**src/rtl/dpalu_pkg.sv**
```systemverilog
package dpalu_pkg;
  typedef enum logic [3:0] {
    OP_AND = 4'd0,  OP_XOR = 4'd1,  OP_SUB = 4'd2,  OP_RSB = 4'd3,
    OP_ADD = 4'd4,  OP_ADC = 4'd5,  OP_SBC = 4'd6,  OP_RSC = 4'd7,
    OP_TST = 4'd8,  OP_TEQ = 4'd9,  OP_CMP = 4'd10, OP_CMN = 4'd11,
    OP_ORR = 4'd12, OP_MOV = 4'd13, OP_BIC = 4'd14, OP_MVN = 4'd15
  } alu_op_e;

  typedef struct packed {
    logic n;
    logic z;
    logic c;
    logic v;
  } nzcv_t;

  function automatic logic op_is_adder(alu_op_e op);
    return (op inside {OP_SUB, OP_RSB, OP_ADD, OP_ADC, OP_SBC, OP_RSC, OP_CMP, OP_CMN});
  endfunction

  function automatic logic op_is_flag_only(alu_op_e op);
    return (op inside {OP_TST, OP_TEQ, OP_CMP, OP_CMN});
  endfunction
endpackage

```
**src/rtl/alu_adder.sv**
```systemverilog
module alu_adder
  import dpalu_pkg::*;
#(
  parameter int DW = 32
) (
  input  alu_op_e         op,
  input  logic [DW-1:0]   a,
  input  logic [DW-1:0]   b,
  input  logic            c_in,
  output logic [DW-1:0]   sum,
  output logic            c_out,
  output logic            ovf
);
  localparam int MSB = DW - 1;

  logic [DW-1:0] x;
  logic [DW-1:0] y;
  logic          ci;
  logic [DW:0]   wide;

  // Subtraction is x + ~y + carry, so carry-out means "no borrow".
  always_comb begin
    x  = a;
    y  = b;
    ci = 1'b0;
    unique case (op)
      OP_ADD, OP_CMN: begin x = a; y = b;  ci = 1'b0; end
      OP_ADC:         begin x = a; y = b;  ci = c_in; end
      OP_SUB, OP_CMP: begin x = a; y = ~b; ci = 1'b1; end
      OP_SBC:         begin x = a; y = ~b; ci = c_in; end
      OP_RSB:         begin x = b; y = ~a; ci = 1'b1; end
      OP_RSC:         begin x = b; y = ~a; ci = c_in; end
      default:        begin x = a; y = b;  ci = 1'b0; end
    endcase
  end

  assign wide  = {1'b0, x} + {1'b0, y} + {{DW{1'b0}}, ci};
  assign sum   = wide[MSB:0];
  assign c_out = wide[DW];
  assign ovf   = (x[MSB] == y[MSB]) && (wide[MSB] != x[MSB]);
endmodule

```
**src/rtl/alu_bitwise.sv**
```systemverilog
module alu_bitwise
  import dpalu_pkg::*;
#(
  parameter int DW = 32
) (
  input  alu_op_e       op,
  input  logic [DW-1:0] a,
  input  logic [DW-1:0] b,
  output logic [DW-1:0] y
);
  always_comb begin
    unique case (op)
      OP_AND, OP_TST: y = a & b;
      OP_XOR, OP_TEQ: y = a ^ b;
      OP_ORR:         y = a | b;
      OP_MOV:         y = b;
      OP_BIC:         y = a & ~b;
      OP_MVN:         y = ~b;
      default:        y = '0;
    endcase
  end
endmodule

```
**src/rtl/alu_flag_reg.sv**
```systemverilog
module alu_flag_reg
  import dpalu_pkg::*;
(
  input  logic  clk,
  input  logic  rst_n,
  input  logic  load_en,
  input  nzcv_t d,
  output nzcv_t q
);
  nzcv_t q_nxt;

  always_comb begin
    q_nxt = q;
    if (load_en) q_nxt = d;
  end

  always_ff @(posedge clk or negedge rst_n) begin
    if (!rst_n) q <= '0;
    else        q <= q_nxt;
  end
endmodule

```
**src/rtl/dp_alu_core.sv**
```systemverilog
module dp_alu_core
  import dpalu_pkg::*;
#(
  parameter int DW = 32
) (
  input  logic          clk,
  input  logic          rst_n,
  input  logic          op_valid,
  input  logic [3:0]    opcode,
  input  logic          set_flags,
  input  logic [DW-1:0] opa,
  input  logic [DW-1:0] opb,
  input  logic          shift_carry,
  output logic [DW-1:0] result,
  output logic          result_we,
  output logic [3:0]    flags_nzcv
);
  localparam int MSB = DW - 1;

  alu_op_e       op;
  nzcv_t         flg_q;
  nzcv_t         flg_d;
  logic          use_adder;
  logic          flag_only;
  logic          flag_load;
  logic [DW-1:0] add_sum;
  logic          add_cout;
  logic          add_ovf;
  logic [DW-1:0] bit_res;

  assign op        = alu_op_e'(opcode);
  assign use_adder = op_is_adder(op);
  assign flag_only = op_is_flag_only(op);

  alu_adder #(.DW(DW)) adder_i (
    .op(op), .a(opa), .b(opb), .c_in(flg_q.c),
    .sum(add_sum), .c_out(add_cout), .ovf(add_ovf)
  );

  alu_bitwise #(.DW(DW)) bitwise_i (
    .op(op), .a(opa), .b(opb), .y(bit_res)
  );

  assign result    = use_adder ? add_sum : bit_res;
  assign result_we = op_valid && !flag_only;
  assign flag_load = op_valid && (set_flags || flag_only);

  always_comb begin
    flg_d.n = result[MSB];
    flg_d.z = ~|result;
    flg_d.c = use_adder ? add_cout : shift_carry;
    flg_d.v = use_adder ? add_ovf  : flg_q.v;
  end

  alu_flag_reg flag_reg_i (
    .clk(clk), .rst_n(rst_n), .load_en(flag_load), .d(flg_d), .q(flg_q)
  );

  assign flags_nzcv = flg_q;


  flag_only_no_write_chk: assert property (@(posedge clk) disable iff (!rst_n)
    (op_valid && opcode[3:2] == 2'b10) |-> !result_we);


  idle_flags_hold_chk: assert property (@(posedge clk) disable iff (!rst_n)
    (!op_valid || (!set_flags && opcode[3:2] != 2'b10)) |=> $stable(flags_nzcv));


  bitwise_keeps_v_chk: assert property (@(posedge clk) disable iff (!rst_n)
    (op_valid && set_flags && opcode inside {4'd0, 4'd1, 4'd12, 4'd13, 4'd14, 4'd15})
    |=> (flags_nzcv[0] == $past(flags_nzcv[0]) && flags_nzcv[1] == $past(shift_carry)));


  nz_track_result_chk: assert property (@(posedge clk) disable iff (!rst_n)
    (op_valid && set_flags)
    |=> (flags_nzcv[3] == $past(result[MSB]) && flags_nzcv[2] == ($past(result) == '0)));


  idle_no_write_chk: assert property (@(posedge clk) disable iff (!rst_n)
    !op_valid |-> !result_we);
endmodule

```
**config.mk**
```make
export PLATFORM = sky130hd
export DESIGN_NAME = dp_alu_core
export DESIGN_NICKNAME = d
export VERILOG_FILES = /design/src/rtl/dpalu_pkg.sv /design/src/rtl/alu_adder.sv /design/src/rtl/alu_bitwise.sv /design/src/rtl/alu_flag_reg.sv /design/src/rtl/dp_alu_core.sv
export SDC_FILE = /design/constraint.sdc
export NUM_CORES = 1
export LEC_CHECK = 0
export ABC_AREA = 1
export BUFFER_PORTS_ARGS = -buffer_cell sky130_fd_sc_hd__buf_2
export CAP_MARGIN = 20
export CORE_ASPECT_RATIO = 1.75
export CORE_MARGIN = 3
export CORE_UTILIZATION = 35
export DETAILED_ROUTE_END_ITERATION = 10
export PLACE_DENSITY = 0.65
export SYNTH_ARGS = -nofsm -noshare
export SYNTH_HDL_FRONTEND = slang
export SYNTH_SLANG_ARGS = --single-unit
```
**constraint.sdc**
```tcl
create_clock -name clk -period 3.3 [get_ports clk]
set_clock_uncertainty 0.15 [all_clocks]
set_input_delay 0.165 -clock clk [delete_from_list [all_inputs] [get_ports clk]]
set_output_delay 0.165 -clock clk [all_outputs]
set_load 0.01 [all_outputs]
```
# [Word level (Yosys, flattened, before mapping)]
# Index checks and enable logic that the tools add are counted.
[totals] register_bits=4 out_inout_bits=37 wordCells=52
[classes] n_mux=6 reduce_logical=17 bitwise=6 n_eq_ne=17 addsub=2
[op_table] operator="$pmux W32 S6" n=1
[op_table] operator="$and A32 B32 Y32" n=2
[op_table] operator="$mux W32" n=2
[op_table] operator="$not A32 Y32" n=2
[op_table] operator="$pmux W32 S2" n=1
[op_table] operator="$add A32 B32 Y33" n=1
[op_table] operator="$add A33 B1 Y33" n=1
[op_table] operator="$eq A4 B4 Y1 const B" n=8
[op_table] operator="$or A32 B32 Y32" n=1
[op_table] operator="$reduce_or A32 Y1" n=1
[op_table] operator="$xor A32 B32 Y32" n=1
[op_table] operator="$eq A4 B3 Y1 const B" n=4
[op_table] operator="$reduce_or A3 Y1" n=3
[op_table] operator="$eq A4 B2 Y1 const B" n=2
[op_table] operator="$reduce_bool A8 Y1" n=1
[op_table] operator="$reduce_or A2 Y1" n=3
[op_table] operator="$eq A4 B1 Y1 const B" n=1
[op_table] operator="$logic_not A4 Y1" n=1
[op_table] operator="$reduce_bool A4 Y1" n=1
[op_table] operator="$logic_and A1 B1 Y1" n=3
[op_table] operator="$logic_not A1 Y1" n=2
[op_table] operator="$pmux W1 S2" n=1
[op_table] operator="$reduce_and A2 Y1" n=1
[op_table] operator="$eq A1 B1 Y1" n=1
[op_table] operator="other kinds (3)" n=3

# [Depth between registers and ports, before layout]
# Gate-level depths: netlist (run 1).
[logic_depth] ltp_word=8 mapped_depth=27 mapped_depth_nobuf=26

# [Cells and area by module]
# From an unflattened synthesis (run 1), not the netlist that was laid out.
[unflattened] hier_cells=1337 area_unflattened_um2=6575.1
[modules_own_cells] module="alu_adder" n_inst=1 seq_area_each_um2=0.0 cells_each=611 area_per_inst_um2=3138.0
[modules_own_cells] module="alu_bitwise" n_inst=1 seq_area_each_um2=0.0 cells_each=557 area_per_inst_um2=2635.0
[modules_own_cells] module="dp_alu_core" n_inst=1 seq_area_each_um2=0.0 cells_each=152 area_per_inst_um2=653.1
[modules_own_cells] module="alu_flag_reg" n_inst=1 seq_area_each_um2=100.1 cells_each=17 area_per_inst_um2=148.9

# [Worst setup path before layout (run 1)]
# OpenSTA, ideal clock, no wires.
[synth_path] kind="input-to-reg" from="input port opcode[0]" to="register flag_reg_i.q[2] (netlist bit)" stages=24 path_buffers=1 setup_ps=66 required_time_ps=3084 path_slack_ps=175 arrival_time_ps=2909 path_cell_list="nand2_1 -> nor2_2 -> inv_2 -> clkbuf_1 -> nand3_1 -> o21ai_0 -> fa_1 -> inv_1 -> fa_1 -> nand2_1 -> nand2_1 -> nand3_1 -> nand2_1 -> nand2_1 -> nand2_1 -> nand2_1 -> nand3_1 -> nand3_1 -> and2_1 -> nor2_1 -> nand2_1 -> nor2_1 -> nand2_1 -> nand2_1"
[synth_between] elab_chain_cells=8 word_cells_on_any_way=35 classes_between="2 x add/sub; 15 x eq/ne; 5 x mux; 13 x reduce/logical"
[synth_rtl] element="start: declaration" line="dp_alu_core.sv:9" text="input logic [3:0] opcode,"
[synth_rtl] element="$eq A4 B2 Y1, or another cell as far along" line="dpalu_pkg.sv:17, alu_adder.sv:26"
[synth_rtl] element="$reduce_or A3 Y1 (no line) or $reduce_or A2 Y1 (tied branches)"
[synth_rtl] element="$pmux W32 S2 or $mux W32 (tied branches)" line="alu_adder.sv:26" text="unique case (op)"
[synth_rtl] element="$add A32 B32 Y33" line="alu_adder.sv:37" text="assign wide = {1'b0, x} + {1'b0, y} + {{DW{1'b0}}, ci};"
[synth_rtl] element="$add A33 B1 Y33" line="alu_adder.sv:37"
[synth_rtl] element="$mux W32 (*)" line="dp_alu_core.sv:44" text="assign result = use_adder ? add_sum : bit_res;"
[synth_rtl] element="via result[20]" line="dp_alu_core.sv:14" text="output logic [DW-1:0] result,"
[synth_rtl] element="$reduce_or A32 Y1 (*)" line="dp_alu_core.sv:50" text="flg_d.z = ~|result;"
[synth_rtl] element="$logic_not A1 Y1 (*)" line="dp_alu_core.sv:50"
[synth_rtl] element="end signal: assignment" line="alu_flag_reg.sv:19" text="else q <= q_nxt;"
[synth_rtl] element="end: declaration" line="alu_flag_reg.sv:8" text="output nzcv_t q"
# The timed path passes the listed nets; every way through them passes the cells marked *.
# A chain may end at the register's enable or synchronous reset.

# [Worst setup path after layout (run 1)]
[layout_path] from="register flag_reg_i.q[1] (netlist bit)" to="output port result[20]"
[layout_between] elab_chain_cells=3
[layout_rtl] element="$pmux W1 S2" line="alu_adder.sv:26"
[layout_rtl] element="$add A33 B1 Y33" line="alu_adder.sv:37"
[layout_rtl] element="$mux W32" line="dp_alu_core.sv:44"
[layout_rtl] element="end: declaration" line="dp_alu_core.sv:14"
# No other way between the ends.

==> metrics.md, run 1 <==
| Metric | Value |
|---|---|
| Worst path slowest cell | `fa_2` |
| Crit end category | `primary output` |
| Initial antenna violation count | `1` |
| Clock sink count | `4` |
| Top Registers | `flag_reg_i.q (4)` |
| 1st-iter DRT viols | `543` |
| # H-tree levels | `1` |
| Initial Utilization | `36.01%` |
| CP Max Fanout | `4` |
| DR vias | `8404` |
| CP dominant cell by count | `nand2_2` |
| Most flops, register | `flag_reg_i.q` |
| Setup violators final | `0` |
| Hold Path Class | `in -> reg` |
| Clock-pin slew on the worst setup and hold paths | `30 ps` |
| # nets final | `1526` |
| Cell Count Post-Placement | `1590` |
| CP Class | `reg -> out` |
| CTS tree | `built` |
| Max Cap Viol | `0` |
| Die area | `18210 um^2` |
| Most common cell after layout, fill and taps aside | `nand2_1` |
| Cts bufs inserted | `3` |
| Req. time, crit path | `2980 ps` |
| Final Cycle Share | `95.68%` |
| Maximum VDD drop | `0.1421 mV` |
| Ports | `110` |
| Leakage | `4.578 nW` |
| Max Clock Freq | `0.3167 GHz` |
| Status | `completed` |
| WP buf/inv | `5` |
| FF/Latch Area | `100.1 um^2` |
| GRT Residual Overflow | `0` |
| Avg WL per Cell | `15.64 um` |
| Seq/Total Area, Yosys | `1.726%` |
| Critical-path cell list | `inv_1, nor3_2, o21ai_1, buf_4, fa_2, inv_2, fa_2, nand2_2, nand2_4, nand3_2, nand2_4, nand2_2, nand2_2, nand2_1, nand3_1, nand3_1, and2_4, buf_4, buf_2` |
| Final cell count without fillers | `1606` |
| Mapped Area | `5799 um^2` |
| Hpwl dp | `20380 um` |
| Max-slew violations | `0` |
| Rel. slew slack | `46.27%` |
| Placer Congestion | `1.071` |
| Number of global-route vias before repair | `8277` |
| Die Ht | `176.3 um` |
| Startpoint types | `flip-flop` |
| Area after DPL | `7492 um^2` |
| Commonest non-fill, non-tap cells in the layout | `422 x nand2_1, 217 x inv_1, 141 x buf_4` |
| Clock buffer depth | `2` |
| Syn. warnings | `0` |
| Gr usage total | `26.94%` |
| Fill count | `1771` |
| Area of the core | `16100 um^2` |
| Max incr delay on CP | `370 ps` |
| Util after Layout | `49.09%` |
| Share of cells above drive strength 1 | `23.95%` |
| Area occupied by multi-input gates | `4930 um^2` |
| Root Buffer | `clkbuf_16` |
| Die width | `103.3 um` |
| Top cell family by delay on the critical path | `simple AND/OR/NAND/NOR gates` |
| Routed vias/inst | `5.233` |
| Unrepaired setup endpoints after global routing | `true` |
| Clock Latency Late Sink | `220 ps` |
| Antenna cells | `0` |
| Row count | `61` |
| Drt first pass iters | `6` |
| Final WL | `25110 um` |
| Setup TNS | `0 ps` |
| Worst-Margin Slew | `803.8 ps` |
| Largest register FFs | `4` |
| Non-Filler Cell Area, Final | `7906 um^2` |
| CP Data Arrival Time | `2840 ps` |
| Net Count, Synth | `1301` |
| Final ANT Viol Nets | `0` |
| Mean Syn Cell Area | `4.987 um^2` |
| #FFs+latches synth | `4` |
| Post-Syn Instances | `1163` |
| WHS | `120.4 ps` |
| First-pass GRT wire length | `39010 um` |
| DR DRC count | `0` |
| P&R area growth vs syn | `36.33%` |
| Largest net degree at the start of global routing | `33` |
| Final min period | `3157 ps` |
| Library cells used by synthesis | `36` |
| Final hold vios | `0` |
| Pwr/cell area | `268.3 nW/um^2` |
| I/O Buffers | `109` |
## report_power, final
| group | switching [mW] | internal, mW |
|---|---|---|
| logic | 1.08 | 0.790 |
| clock network | 0.0327 | 0.155 |
| registers | 0.00614 | 0.0575 |
## kinds of logic (layout without fill, tap and decap cells)
group                      after synthesis  count (layout)  synth area share, %
buffers and inverters                  257             480                17.48
adders and majority gates               65              65                14.28
and+or+nand+nor                        633             633                44.16
AOI/OAI and AO/OA                      189             189                20.09
DFF                                      4               4                1.726
xor gates and xnor gates                15              15                2.265
## layout make-up
cell class / instances / area share [%]
clock buffer: 3 / 0.9495
inverter: 221 / 10.49
multi-input combinational: 902 / 62.35
sequential: 4 / 1.266
tap: 220 / 3.482
timing repair buffer: 256 / 21.46
## metrics by stage
| stage | setup WS (ps) | total power [mW] |
|---|---|---|
| after detailed placement | -312.0 | 1.781 |
| after floorplan | 174.6 | 1.016 |
| after global routing | -37.04 | 2.326 |
| after CTS | 11.42 | 2.007 |
| final | 142.7 | 2.121 |
| after global placement | -296.2 | 1.769 |
## synth_stat cells (all sizes together)
library cell / instances / share of area (%)
nand2: 448 / 29
inv: 220 / 14
nor2: 90 / 6.0
o21ai: 75 / 6.5
ha: 63 / 14
nand3: 50 / 4.3
a21oi: 43 / 3.7
o221ai: 33 / 5.0
nand4: 25 / 2.7
buf: 18 / 2.0
clkbuf: 18 / 1.2
xor2: 15 / 2.3
nor3: 12 / 1.1
o2111ai: 9 / 1.4
o211ai: 9 / 1.2
o22ai: 6 / 0.65
a31oi: 5 / 0.54
dfrtp: 4 / 1.7
nand3b: 4 / 0.52
a211oi: 3 / 0.39
or2: 3 / 0.32
fa: 2 / 0.69
o21bai: 2 / 0.26
a21boi: 1 / 0.13
and2: 1 / 0.11
clkinv: 1 / 0.065
o21a: 1 / 0.13
o311ai: 1 / 0.15
o41ai: 1 / 0.15
## tightest hold or removal path, delay by kind of cell
| family | cells | cell delay [ps] |
|---|---|---|
| AO/OA/AOI/OAI | 2 | 180 |
| buffers and inverters | 1 | 100 |
## final timing paths
kind,endpoint,startpoint,slack (ps),cells after the start
setup / recovery,result[20],flag_reg_i.q[1],140,19
hold / removal,flag_reg_i.q[1],shift_carry,120,3
setup reg to reg,flag_reg_i.q[2],flag_reg_i.q[1],210,22
hold reg to reg,flag_reg_i.q[2],flag_reg_i.q[2],340,2
max in group asynchronous,flag_reg_i.q[1],rst_n,2700,2
min in group asynchronous,flag_reg_i.q[3],rst_n,170,2
## layer usage
metal	global-route usage, %	wire length (um)	share of wire (%)
met3	1.503	1541	6.1
met4	14.96	1744	6.9
met1	30.59	9208	37
met2	48.47	12610	50
met5	0	10	0.040
## what timing repair did
| item | CTS | global route |
|---|---|---|
| resized for setup | 16 | 62 |
| hold buffers | 1 | 0 |
| pin swaps | 2 | 21 |
| setup endpoints to repair | 9 | 23 |
| buffers inserted | 2 | 10 |
| cloned | 0 | 0 |
| hold endpoints to repair | 4 | 0 |
Power figures use the tool's default switching activity.
==> run 2, diff against run 1 <==
==> constraint.sdc (replaced) <==
create_clock -name clk -period 3.3 [get_ports clk]
set_clock_uncertainty 0.15 [all_clocks]
set_input_delay 0.33 -clock clk [delete_from_list [all_inputs] [get_ports clk]]
set_output_delay 0.33 -clock clk [all_outputs]
set_load 0.01 [all_outputs]
==> run 2 against run 1 <==
Net effect: the flow now finishes with violations (negative setup slack); combinational power increased by 37%; die area unchanged; total power increased by 33%; worst hold slack improved by 140 ps; register-to-register slack got worse by 60 ps; clock power increased by 3%.
==> metrics.md, run 2 (synthesized netlist as in run 1, its figures left out) <==
| Metric | Value |
|---|---|
| Status | `finished, violations left` |
| Failing checks | `negative setup slack` |
| # H-tree levels | `1` |
| Hpwl dp | `20060 um` |
| P&R area growth vs syn | `70.79%` |
| Net Sw Power | `1.443 mW` |
| Cts bufs inserted | `3` |
| Gr usage total | `27.44%` |
| Area of the core | `16100 um^2` |
| Area after DPL | `7612 um^2` |
| Row count | `61` |
| Worst-Margin Slew | `557.3 ps` |
| 1st-iter DRT viols | `763` |
| Most common cell after layout, fill and taps aside | `nand2_1` |
| Setup slack at placement | `-551.3 ps` |
| Share of cells above drive strength 1 | `40.67%` |
| Commonest non-fill, non-tap cells in the layout | `329 x nand2_1, 204 x inv_1, 163 x buf_4` |
| Largest register FFs | `4` |
| Pwr/cell area | `283.9 nW/um^2` |
| DR vias | `9238` |
| Routed vias/inst | `5.562` |
| WHS | `262.0 ps` |
| Final Cycle Share | `104.3%` |
| DR DRC count | `0` |
| Setup violators final | `16` |
| Final min period | `3441 ps` |
| Leakage | `5.299 nW` |
| FF-to-FF setup slack | `150 ps` |
| Hold Path Class | `in -> reg` |
| Sw Ratio | `51.32%` |
| Max Clock Freq | `0.2906 GHz` |
| Startpoint types | `input port` |
| Gate power share | `90.9%` |
| Clock buffer depth | `2` |
| Util after Layout | `61.50%` |
| Clock Latency Late Sink | `230 ps` |
| Initial antenna violation count | `0` |
| Worst Hold Path Cells | `3` |
| Drt first pass iters | `5` |
| Most flops, register | `flag_reg_i.q` |
| Maximum VDD drop | `0.2062 mV` |
| Final WL | `29400 um` |
| CP Max Fanout | `8` |
| Req. time, crit path | `2820 ps` |
| Max Cap Viol | `0` |
| First-pass GRT wire length | `39640 um` |
| Share of total power in sequential cells | `2.2%` |
| CP Data Arrival Time | `2960 ps` |
| Initial Utilization | `36.01%` |
| # nets final | `1581` |
| Root Buffer | `clkbuf_16` |
| Avg WL per Cell | `17.70 um` |
| Max-slew violations | `0` |
| Non-Filler Cell Area, Final | `9905 um^2` |
| CP Class | `in -> out` |
| Depth of the most critical reg-to-reg path | `22` |
| Die Ht | `176.3 um` |
| Setup ws final | `-141.1 ps` |
| Clock-pin slew on the worst setup and hold paths | `30 ps` |
| Antenna cells | `0` |
| Final ANT Viol Nets | `0` |
| Unrepaired setup endpoints after global routing | `true` |
| Internal power | `1.369 mW` |
| Top Registers | `flag_reg_i.q (4)` |
| GRT Residual Overflow | `0` |
| Die width | `103.3 um` |
| Number of global-route vias before repair | `8182` |
| Die area | `18210 um^2` |
| Ports | `110` |
| Crit end category | `primary output` |
| I/O Buffers | `109` |
| Clock Power Share | `6.8%` |
| Rel. slew slack | `62.62%` |
| Placer Congestion | `1.013` |
| Final hold vios | `0` |
| Largest net degree at the start of global routing | `33` |
| Clock sink count | `4` |
| CTS tree | `built` |
[run 2: cell count changes in the layout (fill, tap and decap cells not counted), moves of 24 or more]
| cell | delta |
|---|---|
| nand2_2 | +62 |
| nor2_1 | -24 |
| nand2_1 | -93 |
| nand2_4 | +30 |
| buf_6 | +30 |
[run 2: critical path, cell delays in order]
cell	delay [ps]
buf_8	110
nand2_4	80
nor2_4	50
buf_12	130
nor2_4	130
clkinv_4	130
buf_12	170
o221ai_1	190
ha_1	320
nand2_1	90
nand2_1	90
nand2_1	70
nand2_1	110
a21oi_2	200
nor2_1	100
nor2_2	160
nand2_1	90
nand2_1	60
nand2_1	60
nand2_1	80
nand2_2	70
buf_6	130
[run 2: power groups by stage]
stage | registers, mW | logic (mW) | clock network (mW)
finish | 0.0625 | 2.56 | 0.192
floorplan | 0.0645 | 0.952 | 0
CTS | 0.0625 | 1.87 | 0.196
global route | 0.0633 | 2.75 | 0.199
global placement | 0.0628 | 1.76 | 0
detailed placement | 0.0630 | 1.77 | 0
[run 2: final timing paths]
| path | start | to |
|---|---|---|
| min | shift_carry | flag_reg_i.q[1] |
| max in group asynchronous | rst_n | flag_reg_i.q[0] |
| min in group asynchronous | rst_n | flag_reg_i.q[1] |
| max reg2reg | flag_reg_i.q[1] | flag_reg_i.q[2] |
| max | opcode[1] | result[30] |
| min reg2reg | flag_reg_i.q[2] | flag_reg_i.q[2] |
[run 2: area by class of cell]
class | instances | area, um^2
Timing Repair Buffer | 311 | 2535
Multi-Input combinational cell | 902 | 6080
Inverter | 221 | 839.6
Clock buffer | 3 | 75.07
Tap cell | 220 | 275.3
Fill cell | 1378 | 6200
Sequential cell | 4 | 100.1
[run 2: metal layers]
metal  vias up  global-route usage, %  part of all wire [%]
met5         -                      0                     0
met4         0                  16.75                   9.1
met3       201                  3.045                   8.4
met2       587                  47.91                    50
met1      4142                  30.89                    33
li1       4308                      -                     -
[run 2: what timing repair did]
action	4_1_cts	5_1_grt
gates cloned	1	7
endpoints found under the hold margin	4	0
hold buffers	1	0
pin swaps	22	102
endpoints found under the setup margin	25	29
setup buffers	11	37
resized for setup	61	354
[run 2: metrics by stage]
step           cells  setup TNS (ps)  power (mW)
2_1_floorplan   1163               0       1.016
3_3_place_gp    1601           -3367       1.825
3_5_place_dp    1601           -4406       1.835
4_1_cts         1617          -48.54       2.128
5_1_grt         1661           -3933       3.008
6_report        1661          -680.8       2.812
